===== src/rtl/paced_mem_port.sv =====
module paced_mem_port #(
  parameter int SA_W       = 5,
  parameter int WC_W       = 5,
  parameter int DW         = 16,
  parameter int PACE       = 100,
  parameter int ASYNC_MODE = 0,
  parameter int STROBE_MIN = 4
) (
  input  logic                    clk,
  input  logic                    rst_n,
  input  logic                    xfer_valid,
  input  logic                    xfer_write,
  input  logic                    xfer_tr,
  input  logic [SA_W-1:0]         xfer_sa,
  input  logic [WC_W-1:0]         xfer_wc,
  input  logic [DW-1:0]           xfer_wdata,
  output logic                    busy,
  output logic                    done,
  output logic [DW-1:0]           rdata,
  output logic                    bus_req,
  input  logic                    bus_gnt,
  input  logic                    mem_wait,
  output logic [SA_W+WC_W:0]      mem_addr,
  output logic [DW-1:0]           mem_wdata,
  input  logic [DW-1:0]           mem_rdata,
  output logic                    mem_rd,
  output logic                    mem_wr
);
  localparam int AW   = 1 + SA_W + WC_W;
  localparam int PW   = $clog2(PACE + 1);
  localparam int MINS = (ASYNC_MODE != 0) ? STROBE_MIN : 1;
  localparam int SCW  = $clog2(MINS + 1) + 1;

  typedef enum logic [1:0] {S_IDLE, S_ARB, S_XFER, S_FIN} st_t;
  st_t st;

  logic [PW-1:0]  pace;
  logic [SCW-1:0] sc;
  logic           slot_v, slot_w, cur_w;
  logic [AW-1:0]  slot_addr;
  logic [DW-1:0]  slot_data;

  wire accept   = xfer_valid && !slot_v;
  wire launch   = (st == S_IDLE) && slot_v && (pace == '0);
  wire xfer_end = (st == S_XFER) && (sc >= SCW'(MINS - 1)) && !mem_wait;
  wire strobe   = (st == S_XFER);

  assign busy    = slot_v;
  assign bus_req = (st == S_ARB) || (st == S_XFER);
  assign mem_rd  = strobe && !cur_w;
  assign mem_wr  = strobe && cur_w;

  always_ff @(posedge clk or negedge rst_n) begin
    if (!rst_n) begin
      slot_v    <= 1'b0;
      slot_w    <= 1'b0;
      slot_addr <= '0;
      slot_data <= '0;
    end else if (launch) begin
      slot_v <= 1'b0;
    end else if (accept) begin
      slot_v    <= 1'b1;
      slot_w    <= xfer_write;
      slot_addr <= {xfer_tr, xfer_sa, xfer_wc};
      slot_data <= xfer_wdata;
    end
  end

  always_ff @(posedge clk or negedge rst_n) begin
    if (!rst_n) begin
      st        <= S_IDLE;
      pace      <= '0;
      sc        <= '0;
      cur_w     <= 1'b0;
      mem_addr  <= '0;
      mem_wdata <= '0;
      done      <= 1'b0;
    end else begin
      done <= (st == S_FIN);
      if (launch)
        pace <= PW'(PACE - 1);
      else if (pace != '0)
        pace <= pace - 1'b1;
      if (st != S_XFER)
        sc <= '0;
      else if (sc < SCW'(MINS - 1))
        sc <= sc + 1'b1;
      case (st)
        S_IDLE: if (launch) begin
          st        <= S_ARB;
          cur_w     <= slot_w;
          mem_addr  <= slot_addr;
          mem_wdata <= slot_data;
        end
        S_ARB:  if (bus_gnt) st <= S_XFER;
        S_XFER: if (xfer_end) st <= S_FIN;
        default: st <= S_IDLE;
      endcase
    end
  end

  generate
    if (ASYNC_MODE != 0) begin : g_async_cap
      always_ff @(posedge clk or negedge rst_n) begin
        if (!rst_n) rdata <= '0;
        else if (xfer_end && !cur_w) rdata <= mem_rdata;
      end
    end else begin : g_sync_cap
      always_ff @(posedge clk or negedge rst_n) begin
        if (!rst_n) rdata <= '0;
        else if (st == S_FIN && !cur_w) rdata <= mem_rdata;
      end
    end
  endgenerate

  logic          req_q;
  logic [PW-1:0] gap;
  logic [SCW-1:0] sw;
  always_ff @(posedge clk or negedge rst_n) begin
    if (!rst_n) begin
      req_q <= 1'b0;
      gap   <= PW'(PACE);
      sw    <= '0;
    end else begin
      req_q <= bus_req;
      if (bus_req && !req_q) gap <= PW'(1);
      else if (gap < PW'(PACE)) gap <= gap + 1'b1;
      if (mem_rd || mem_wr) begin
        if (sw < SCW'(MINS)) sw <= sw + 1'b1;
      end else sw <= '0;
    end
  end

  assert_rdwr_excl_R10: assert property (@(posedge clk) disable iff (!rst_n)
    !(mem_rd && mem_wr));
  assert_strobe_in_req_R3: assert property (@(posedge clk) disable iff (!rst_n)
    (mem_rd || mem_wr) |-> bus_req);
  assert_strobe_after_gnt_R3: assert property (@(posedge clk) disable iff (!rst_n)
    $rose(mem_rd || mem_wr) |-> $past(bus_gnt));
  assert_addr_hold_R2: assert property (@(posedge clk) disable iff (!rst_n)
    ((mem_rd || mem_wr) && $past(mem_rd || mem_wr)) |-> $stable(mem_addr));
  assert_req_drop_R7: assert property (@(posedge clk) disable iff (!rst_n)
    $fell(mem_rd || mem_wr) |-> !bus_req);
  assert_pace_gap_R4: assert property (@(posedge clk) disable iff (!rst_n)
    (bus_req && !req_q) |-> (gap >= PW'(PACE)));
  assert_strobe_min_R6: assert property (@(posedge clk) disable iff (!rst_n)
    $fell(mem_rd || mem_wr) |-> (sw >= SCW'(MINS)));
  assert_done_pulse_R9: assert property (@(posedge clk) disable iff (!rst_n)
    done |=> !done);
endmodule


===== config.mk =====
export PLATFORM = sky130hd
export DESIGN_NAME = paced_mem_port
export DESIGN_NICKNAME = d
export VERILOG_FILES = /design/src/rtl/paced_mem_port.sv
export SDC_FILE = /design/constraint.sdc
export NUM_CORES = 1
export LEC_CHECK = 0
export ABC_AREA = 1
export BUFFER_PORTS_ARGS = -buffer_cell sky130_fd_sc_hd__buf_4
export CORE_AREA = 2 2 139 87
export DETAILED_ROUTE_END_ITERATION = 8
export DIE_AREA = 0 0 141 89
export PLACE_DENSITY = 0.63
export SYNTH_ARGS = -nofsm -noshare
export SYNTH_HDL_FRONTEND = slang
export SYNTH_SLANG_ARGS = --single-unit

===== constraint.sdc =====
create_clock -name clk -period 1.7 [get_ports clk]
set_clock_uncertainty 0.2 [all_clocks]
set_input_delay 0.085 -clock clk [delete_from_list [all_inputs] [get_ports clk]]
set_output_delay 0.085 -clock clk [all_outputs]
set_load 0.01 [all_outputs]

==> results by group <==
STA
  – Tightest Pin Transition: roughly 0.40 ns
  – Hold Vio Cnt, Final: 0
  – RSZ-0062 raised after global routing: true
  – Post-layout min period: about 1.7 ns
  – Maximum clock rate: 0.601 GHz
  – Fin crit share: 97.9%
  – Setup tns final: 0 ns
  – Endpoints failing setup: 0
  – Slew Limit Fails: 0
  – Slew margin rel.: 73.4%

Setup path
  – Worst path cell trace: buf_4 -> ha_1 -> nand2_2 -> buf_12 -> mux2_2
  – R2R depth: 5
  – Startpoint Class: flop
  – Worst flop-to-flop path startpoint: st[0]
  – Critical path class: reg -> reg
  – Worst path slowest cell: dfrtp_1
  – Crit Path Max Fanout: 16
  – Reg-to-Reg End: rdata[3]
  – Worst Path Required: ~1.7 ns
  – Reg2reg setup slack: 0.04 ns
  – CP endpoint kind: flop
  – Crit path DAT: about 1.7 ns
  – Largest stage delay, worst path: ~0.38 ns

Global route
  – Congestion Overflow GR: 0
  – Initial antenna violation count: 0
  – Vias in the first global route: 2728
  – Largest net degree at the start of global routing: 41
  – First-pass GRT wire length: about 13 mm
  – All-Layer GR Usage: a little over an eighth

Place
  – Port Buffers: 96
  – Placer Congestion: 0.734
  – DP Area: between 4000 and 5000 um2
  – DP Wirelength: roughly 5.3 mm

Yosys
  – Mapped Cells: ~300
  – Yosys cell types: 23
  – Sequential element share of the synthesized area: between 60% and 70%
  – Total nets after synthesis: 360
  – Syn avg cell area: about 11 um2
  – Mapped Area: roughly 3400 um2
  – Syn. warnings: 0
  – Seq cells post-synth: 83

Clock network
  – CTS Buffer Depth: 2
  – CTS tree: done
  – Clock Latency Late Sink: 0.34 ns
  – Clock Sinks: 83
  – Clock Pin Slew Worst Setup and Hold Paths: roughly 0.060 ns
  – Clock Root Buffer: clkbuf_16
  – Cts bufs inserted: 9
  – Htree depth: 3

Pwr
  – VDD IR max: ~0.57 mV
  – Power density cells: roughly 1000 nW/um2
  – Tot Pwr: 5420 uW
  – Leak Pwr: around 0.0026 uW

Cells and area
  – Most common cell after layout, fill and taps aside: buf_4
  – Antenna Cells: 0
  – Syn-to-layout area delta: 55.2%
  – Final net count: around 520
  – Share of layout cells above drive strength 1: 41.9%
  – Fin area: 5290 um2
  – Filler instances: about 1000
  – Commonest cells after routing, fill and taps aside: buf_4, dfrtp_1, dlygate4sd3_1, nand2_1, inv_1

Floorplanning
  – Core area: roughly 11000 um2
  – Initial core utilization: between 30% and 40%
  – Die ar.: 12500 um2
  – IO Count: a little under 100
  – # rows: 30
  – Die height: 89 um
  – Chip Width: between 100 and 150 um

Route
  – Vias: approximately 2700
  – DRT Pass-1 Iters: 4
  – DR vias/cell: between 4 and 5
  – Final WL: 8.39 mm
  – Antenna viol nets, final: 0
  – Initial DRC Count: 83
  – Routed length per instance: between 10 and 15 um
  – DRC viols: 0

Min path
  – Hold Path Class: in -> async

Job
  – Max cap viols: 0

Run status
  – Status: finished, final reports clean
synth_stat cells, drive strengths merged:
master	count	area share [%]
nand4	2	0.81
mux2	24	7.9
ha	5	1.8
nand3	8	1.2
xnor2	2	0.51
buf	10	2.4
a22oi	2	0.44
clkbuf	1	0.11
inv	35	3.9
dfrtp	83	61
nor2	30	3.7
nand2	59	7.4
o21ai	25	5.9
a21oi	20	2.9
flip-flops by register name, indices dropped and copies added (netlist names):
register / count
st: 2
slot_w: 1
done: 1
slot_data: 16
rdata: 16
slot_addr: 11
mem_wdata: 16
pace: 7
busy: 1
cur_w: 1
mem_addr: 11
cell type report:
class	count	area [um2]	area share, %
timing repair buffer	162	1450	27.5
clock inverter	4	48.8	0.923
sequential	83	2080	39.3
tap	144	180	3.41
multi-input combinational	177	1140	21.5
inverter	35	134	2.53
clock buffer	12	256	4.85
worst max path at each step:
stage                       start           to  slack [ns]
after floorplan             st[0]  mem_addr[0]        0.07
after detailed placement    st[1]      pace[5]      -0.006
after global placement      st[0]      pace[5]        0.03
after global routing        st[1]        st[1]       -0.07
final                       st[0]     rdata[3]        0.04
after CTS                 pace[1]  mem_addr[5]        0.01
worst max-delay path, delay by kind of cell (launching register included):
family	cells	cell delay (ns)
muxes	1	0.34
buffers and inverters	2	0.29
DFF	1	0.38
adders and majority gates	1	0.23
and+or+nand+nor	1	0.10
cell families (layout without fill, tap and decap cells):
group | after synthesis | count (layout) | synth area share (%)
AO/OA/AOI/OAI | 47 | 47 | 9.26
flip-flops | 83 | 83 | 61.0
AND/OR/NAND/NOR | 99 | 99 | 13.0
multiplexers | 24 | 24 | 7.94
adder cells (fa/ha/maj) | 5 | 5 | 1.84
XOR/XNOR | 2 | 2 | 0.515
buffers and inverters | 46 | 213 | 6.39
layer usage:
| layer | up-vias | share of wire [%] | GRT usage (%) |
|---|---|---|---|
| met4 | 0 | 0.69 | 4.00 |
| met2 | 79 | 47 | 21.6 |
| met3 | 9 | 5.5 | 4.98 |
| met1 | 1268 | 47 | 17.5 |
| met5 | - | 0 | 0 |
| li1 | 1300 | - | - |
per-stage QoR:
stage               util, %  instances  hold slack (ns)  setup WS (ns)
finish                 47.4        617           0.0263         0.0363
global route           47.4        617           0.0517        -0.0688
CTS                    46.1        610           0.0266         0.0107
detailed placement     39.1        546           -0.153       -0.00553
global placement       39.1        546           -0.159         0.0307
floorplan                 -        306           -0.411         0.0748
where the power goes:
group | switching [uW] | internal, uW | leakage, uW | total [uW]
Clock | 771 | 1220 | 0.000153 | 1990
Sequential | 102 | 2250 | 0.000908 | 2360
Combinational | 547 | 528 | 0.00158 | 1070
Total | 1420 | 4000 | 0.00264 | 5420
what timing repair did:
item | CTS | global route
buffers inserted | 0 | 4
resized for setup | 2 | 10
endpoints found under the hold margin | 130 | 0
cloned | 0 | 3
endpoints found under the setup margin | 1 | 49
hold buffers | 48 | 0
Power figures use the tool's default switching activity.
